<file path="src/rtl/mpf_pkg.sv">
// Package: shared widths and the frame-kind encoding for the address filter.
// Assumes the address tag is the bit directly above the address byte.
package mpf_pkg;
    parameter int unsigned MPF_ADDR_W = 8;
    localparam int unsigned MPF_FRAME_W = MPF_ADDR_W + 1;

    typedef enum logic {
        FR_PAYLOAD = 1'b0,
        FR_ADDRESS = 1'b1
    } frame_kind_e;

    // Decode the tag bit into a frame kind.
    function automatic frame_kind_e kind_of(input logic tag);
        return tag ? FR_ADDRESS : FR_PAYLOAD;
    endfunction
endpackage

</file>
<file path="src/rtl/mpf_addr_cmp.sv">
// Module: masked address comparator.
// Reports a hit when every address bit selected by the mask equals the
// corresponding match bit. Purely combinational; assumes the inputs are stable.
module mpf_addr_cmp #(
    parameter int unsigned ADDR_W = mpf_pkg::MPF_ADDR_W
) (
    input  logic [ADDR_W-1:0] addr,
    input  logic [ADDR_W-1:0] match_val,
    input  logic [ADDR_W-1:0] match_mask,
    output logic              hit
);
    logic [ADDR_W-1:0] bit_miss;

    // One differing-and-selected detector per address bit.
    for (genvar i = 0; i < ADDR_W; i++) begin : g_bit
        assign bit_miss[i] = match_mask[i] & (addr[i] ^ match_val[i]);
    end

    // Hit when no selected bit differs.
    always_comb begin
        hit = ~|bit_miss;
    end
endmodule

</file>
<file path="src/rtl/mpf_frame_sel.sv">
// Module: frame classifier and forwarding decision.
// Splits each valid frame into an address strobe or a forward request,
// according to the mode and the current gate. Combinational.
module mpf_frame_sel #(
    parameter int unsigned ADDR_W = mpf_pkg::MPF_ADDR_W
) (
    input  logic          in_valid,
    input  logic [ADDR_W:0] in_frame,
    input  logic          mp_enable,
    input  logic          gate_open,
    output logic          addr_strobe,
    output logic          fwd
);
    import mpf_pkg::*;

    frame_kind_e kind;

    // Classify the frame by its tag bit.
    always_comb begin
        kind = kind_of(in_frame[ADDR_W]);
    end

    // Decide between address update, forwarding, or drop.
    always_comb begin
        addr_strobe = in_valid && mp_enable && (kind == FR_ADDRESS);
        fwd         = in_valid && (!mp_enable || ((kind == FR_PAYLOAD) && gate_open));
    end
endmodule

</file>
<file path="src/rtl/mpf_gate.sv">
// Module: persistent receive gate.
// Latches the compare result on each address frame and holds it until the
// next one. Closed by reset and whenever filtering is disabled.
module mpf_gate (
    input  logic clk,
    input  logic rst_n,
    input  logic mp_enable,
    input  logic addr_strobe,
    input  logic hit,
    output logic gate_open
);
    // Gate state register.
    always_ff @(posedge clk) begin
        if (!rst_n) begin
            gate_open <= 1'b0;
        end else if (!mp_enable) begin
            gate_open <= 1'b0;
        end else if (addr_strobe) begin
            gate_open <= hit;
        end
    end


    mode_off_closes_chk: assert property (@(posedge clk) disable iff (!rst_n)
        !mp_enable |=> !gate_open);

    hit_opens_chk: assert property (@(posedge clk) disable iff (!rst_n)
        (mp_enable && addr_strobe && hit) |=> gate_open);

    miss_closes_chk: assert property (@(posedge clk) disable iff (!rst_n)
        (mp_enable && addr_strobe && !hit) |=> !gate_open);

    gate_holds_chk: assert property (@(posedge clk) disable iff (!rst_n)
        (mp_enable && !addr_strobe) |=> $stable(gate_open));
endmodule

</file>
<file path="src/rtl/mpf_filter.sv">
// Module: multiprocessor address match filter (top).
// Sits between a 9-bit receiver and the receive FIFO. Forwards frames one
// cycle after they arrive, filtered by a masked address gate when enabled.
// Assumes at most one frame per clock.
module mpf_filter #(
    parameter int unsigned ADDR_W = mpf_pkg::MPF_ADDR_W,
    localparam int unsigned FRAME_W = ADDR_W + 1
) (
    input  logic               clk,
    input  logic               rst_n,
    input  logic               mp_enable,
    input  logic [ADDR_W-1:0]  match_val,
    input  logic [ADDR_W-1:0]  match_mask,
    input  logic               in_valid,
    input  logic [FRAME_W-1:0] in_frame,
    output logic               out_valid,
    output logic [FRAME_W-1:0] out_data
);
    logic hit;
    logic gate_open;
    logic addr_strobe;
    logic fwd;

    mpf_addr_cmp #(.ADDR_W(ADDR_W)) u_cmp (
        .addr       (in_frame[ADDR_W-1:0]),
        .match_val  (match_val),
        .match_mask (match_mask),
        .hit        (hit)
    );

    mpf_frame_sel #(.ADDR_W(ADDR_W)) u_sel (
        .in_valid    (in_valid),
        .in_frame    (in_frame),
        .mp_enable   (mp_enable),
        .gate_open   (gate_open),
        .addr_strobe (addr_strobe),
        .fwd         (fwd)
    );

    mpf_gate u_gate (
        .clk         (clk),
        .rst_n       (rst_n),
        .mp_enable   (mp_enable),
        .addr_strobe (addr_strobe),
        .hit         (hit),
        .gate_open   (gate_open)
    );

    // Output strobe register.
    always_ff @(posedge clk) begin
        if (!rst_n) begin
            out_valid <= 1'b0;
        end else begin
            out_valid <= fwd;
        end
    end

    // Output data register; loads only on a forwarded frame.
    always_ff @(posedge clk) begin
        if (!rst_n) begin
            out_data <= '0;
        end else if (fwd) begin
            out_data <= in_frame;
        end
    end


    idle_quiet_chk: assert property (@(posedge clk) disable iff (!rst_n)
        !in_valid |=> !out_valid);

    addr_blocked_chk: assert property (@(posedge clk) disable iff (!rst_n)
        (in_valid && mp_enable && in_frame[ADDR_W]) |=> !out_valid);

    passthru_chk: assert property (@(posedge clk) disable iff (!rst_n)
        (in_valid && !mp_enable) |=> (out_valid && out_data == $past(in_frame)));

    payload_fwd_chk: assert property (@(posedge clk) disable iff (!rst_n)
        (in_valid && mp_enable && !in_frame[ADDR_W] && gate_open)
            |=> (out_valid && out_data == $past(in_frame)));

    payload_drop_chk: assert property (@(posedge clk) disable iff (!rst_n)
        (in_valid && mp_enable && !gate_open) |=> !out_valid);
endmodule

</file>
<file path="config.mk">
export PLATFORM = sky130hd
export DESIGN_NAME = mpf_filter
export DESIGN_NICKNAME = d
export VERILOG_FILES = /design/src/rtl/mpf_pkg.sv /design/src/rtl/mpf_addr_cmp.sv /design/src/rtl/mpf_frame_sel.sv /design/src/rtl/mpf_gate.sv /design/src/rtl/mpf_filter.sv
export SDC_FILE = /design/constraint.sdc
export NUM_CORES = 1
export LEC_CHECK = 0
export BUFFER_PORTS_ARGS = -buffer_cell sky130_fd_sc_hd__buf_4
export CELL_PAD_IN_SITES_DETAIL_PLACEMENT = 1
export CELL_PAD_IN_SITES_GLOBAL_PLACEMENT = 1
export CORE_AREA = 2 2 48 50
export DETAILED_ROUTE_END_ITERATION = 6
export DIE_AREA = 0 0 50 52
export HOLD_SLACK_MARGIN = 0.08
export PLACE_DENSITY_LB_ADDON = 0.05
export SYNTH_ARGS = -nofsm -noshare
export SYNTH_HDL_FRONTEND = slang
export SYNTH_HIERARCHICAL = 1
export SYNTH_SLANG_ARGS = --single-unit
</file>
<file path="constraint.sdc">
create_clock -name clk -period 1.5 [get_ports clk]
set_input_delay 0.075 -clock clk [delete_from_list [all_inputs] [get_ports clk]]
set_output_delay 0.075 -clock clk [all_outputs]
set_load 0.02 [all_outputs]
</file>
==> impl_metrics.env <==
export IMPL_peakVddDrop_mv=0.312
export IMPL_yosysMostFrequentCell="dfxtp_1"
export IMPL_coreArea_sq_mm=0.00211
export IMPL_worst_skew_pair_late_latency_ns=0.27
export IMPL_syn_inst=50
export IMPL_ant_nets=0
export IMPL_finalHoldViolCount=0
export IMPL_crit_path_top_delay_cell="dlygate4sd3_1"
export IMPL_arrival_ns=1.52
export IMPL_critical_path_max_fanout=10
export IMPL_path_clk_slew_ns=0.07
export IMPL_synth_top_cells_by_count="dfxtp_1 (11), mux2i_1 (10), nor2b_1 (9), xor2_1 (8), a22oi_1 (4)"
export IMPL_syn_nets=79
export IMPL_fin_crit_sh=0.906
export IMPL_grt_pass1_wl_um=2470
export IMPL_cp_required_ns=1.66
export IMPL_drtPass1Iterations=2
export IMPL_cts_resized_gates=0
export IMPL_ios=39
export IMPL_htree_num_levels=1
export IMPL_postCtsSetupBuffers=0
export IMPL_cts_root_buffer="clkbuf_4"
export IMPL_grtUsageTotal=0.128
export IMPL_die_y_um=52
export IMPL_synth_simple_area_share=0.176
export IMPL_maxCapViolations=0
export IMPL_p_total_uw=690
export IMPL_final_area_sq_um=916
export IMPL_grt_max_degree=12
export IMPL_routed_via_density=4.27
export IMPL_outcome="finished clean"
export IMPL_synth_compound_area_share=0.0704
export IMPL_wl_um=1440
export IMPL_slew_headroom=0.884
export IMPL_routedWlPerCell_um=11.6
export IMPL_crit_path_start_kind="primary input"
export IMPL_post_place_cells=116
export IMPL_yosysWarningCount=6
export IMPL_r2r_end="out_data[2]"
export IMPL_yosys_area_top_type_share=0.413
export IMPL_cts_tree="yes"
export IMPL_layout_nets=126
export IMPL_gp_congestion=0.650
export IMPL_synth_adder_area_share=0
export IMPL_post_dp_cell_area_sq_um=850
export IMPL_yosysSeqAreaShare=0.413
export IMPL_grt_overflow_total=0
export IMPL_min_from="in_frame[4]"
export IMPL_finalSetupViolations=0
export IMPL_synth_main_ff_cell="dfxtp_1"
export IMPL_critPathCaptureType="flip-flop"
export IMPL_synth_top_family_by_area="multiplexers"
export IMPL_grt_busiest_layer="met2"
export IMPL_hold_depth=3
export IMPL_rows=17
export IMPL_met3_usage=0.0374
export IMPL_p_per_area_mw_per_mm2=753
export IMPL_worst_pin_slew_ns=0.174
export IMPL_crit_chain="dlygate4sd3_1 > buf_4 > nand2b_1 > a21boi_1 > buf_4 > mux2i_1 > nor2b_1"
export IMPL_dieArea_sq_mm=0.00260
export IMPL_final_cells=124
export IMPL_drt_iter0_markers=1
export IMPL_slowest_delay_ns=0.54
export IMPL_clock_skew_ns=0.00253
export IMPL_yosys_area_top_type="dfxtp_1"
export IMPL_max_freq_mhz=736
export IMPL_via_count=530
export IMPL_antenna_found_initial=0
export IMPL_rr_worst_depth=5
export IMPL_hold_buffers=4
export IMPL_async_flop_share=0
export IMPL_avgSynthCellArea_sq_um=10.7
export IMPL_grt_pass1_vias=570
export IMPL_die_w_um=50
export IMPL_post_route_cells_drive_above_1_share=0.458
export IMPL_postSynthRegisterBits=11
export IMPL_power_leakage_nw=0.425
export IMPL_cts_buffers=3
export IMPL_ys_types=13
export IMPL_rsz0062_at_grt="false"
export IMPL_reg2reg_slack_ns=0.37
export IMPL_synth_edf_count=0
export IMPL_synth_xor_area_frac=0.131
export IMPL_clockBufferDepth=2
export IMPL_rr_startpoint="u_gate/gate_open"
export IMPL_met1_usage=0.126
export IMPL_worstSetupPathType="in -> reg"
export IMPL_route_detailed_drc=0
export IMPL_period_needed_ns=1.36
export IMPL_finalMaxSlewViolations=0
export IMPL_synth_area_top_cells="dfxtp_1 (41%), mux2i_1 (19%), xor2_1 (13%)"
export IMPL_grtUsageMet2=0.239
export IMPL_crit_top_cell="buf_4"
export IMPL_synthMuxAreaShare=0.188
export IMPL_n_antenna_cell=0
export IMPL_io_buffers=38
export IMPL_min_path_type="in -> reg"
export IMPL_cts_sinks=11
export IMPL_hold_path_end="out_data[4]"
export IMPL_fin_tns_setup_ns=0
export IMPL_start_util=0.253
export IMPL_synthesis_area_sq_um=533
export IMPL_area_growth_pct=71.8
export IMPL_dp_hpwl_um=1130
-- logic make-up (layout without fill, tap and decap cells) --
group           count (synthesis)  in the layout
simple gates                   15             15
xor+xnor                        8              8
mux                            10             10
flops                          11             11
compound gates                  5              5
buf+inv                         1             47
-- cells in the final DEF, fill, tap and decap left out --
cell and n:
a21boi_1 1, a22oi_1 4, and2_2 1, and3_2 1
and4_1 1, buf_4 39, clkbuf_1 1, clkbuf_4 3
dfxtp_1 11, dlygate4sd3_1 4, mux2i_1 10, nand2_1 1
nand2b_1 1, nor2_1 1, nor2b_1 9, xor2_1 8
-- layer usage --
metal | vias up | share of wire
li1 | 264 | -
met1 | 242 | 0.39
met2 | 22 | 0.53
met3 | 2 | 0.071
met4 | 0 | 0.0076
met5 | - | 0
-- worst max-delay path by stage --
| stage | from | end | slack [ns] | depth (start not counted) |
|---|---|---|---|---|
| floorplan | u_gate/gate_open | out_data[0] | 0.48 | 5 |
| global placement | u_gate/gate_open | out_data[2] | 0.40 | 5 |
| global route | in_frame[8] | out_data[7] | 0.07 | 7 |
| detailed placement | u_gate/gate_open | out_data[5] | 0.36 | 5 |
| CTS | in_frame[8] | out_data[5] | 0.15 | 7 |
| finish | in_frame[8] | out_data[2] | 0.14 | 7 |
-- report_power, final --
group / total, mW / switching, mW / leakage (nW) / internal, mW
Sequential: 0.311 / 0.00648 / 0.0899 / 0.305
Combinational: 0.174 / 0.0685 / 0.320 / 0.105
Clock: 0.205 / 0.102 / 0.0150 / 0.103
-- critical path, delay by kind of cell --
family,cells,cell delay (ns)
buffers and inverters,3,0.90
AOI/OAI and AO/OA,1,0.14
muxes,1,0.20
and+or+nand+nor,2,0.19
-- per-stage QoR --
step	worst slack, ns	util	hold WS, ns
after floorplan	0.475	-	0.194
after global placement	0.395	0.403	0.326
after detailed placement	0.361	0.403	0.336
after CTS	0.147	0.435	0.0829
after global routing	0.0735	0.435	0.0954
final	0.141	0.435	0.0864
-- state kept, by name, indices dropped and copies added, names as in the netlist --
name,count
out_valid,1
u_gate/gate_open,1
out_data,9
-- cell type report --
type                    count  area, sq um
clock buffers               4         26.3
flip-flops and latches     11          220
fillers                   257         1190
multi-input cells          38          302
well taps                  28         35.0
repair buffers             43          333
(Power assumes the default switching activity.)
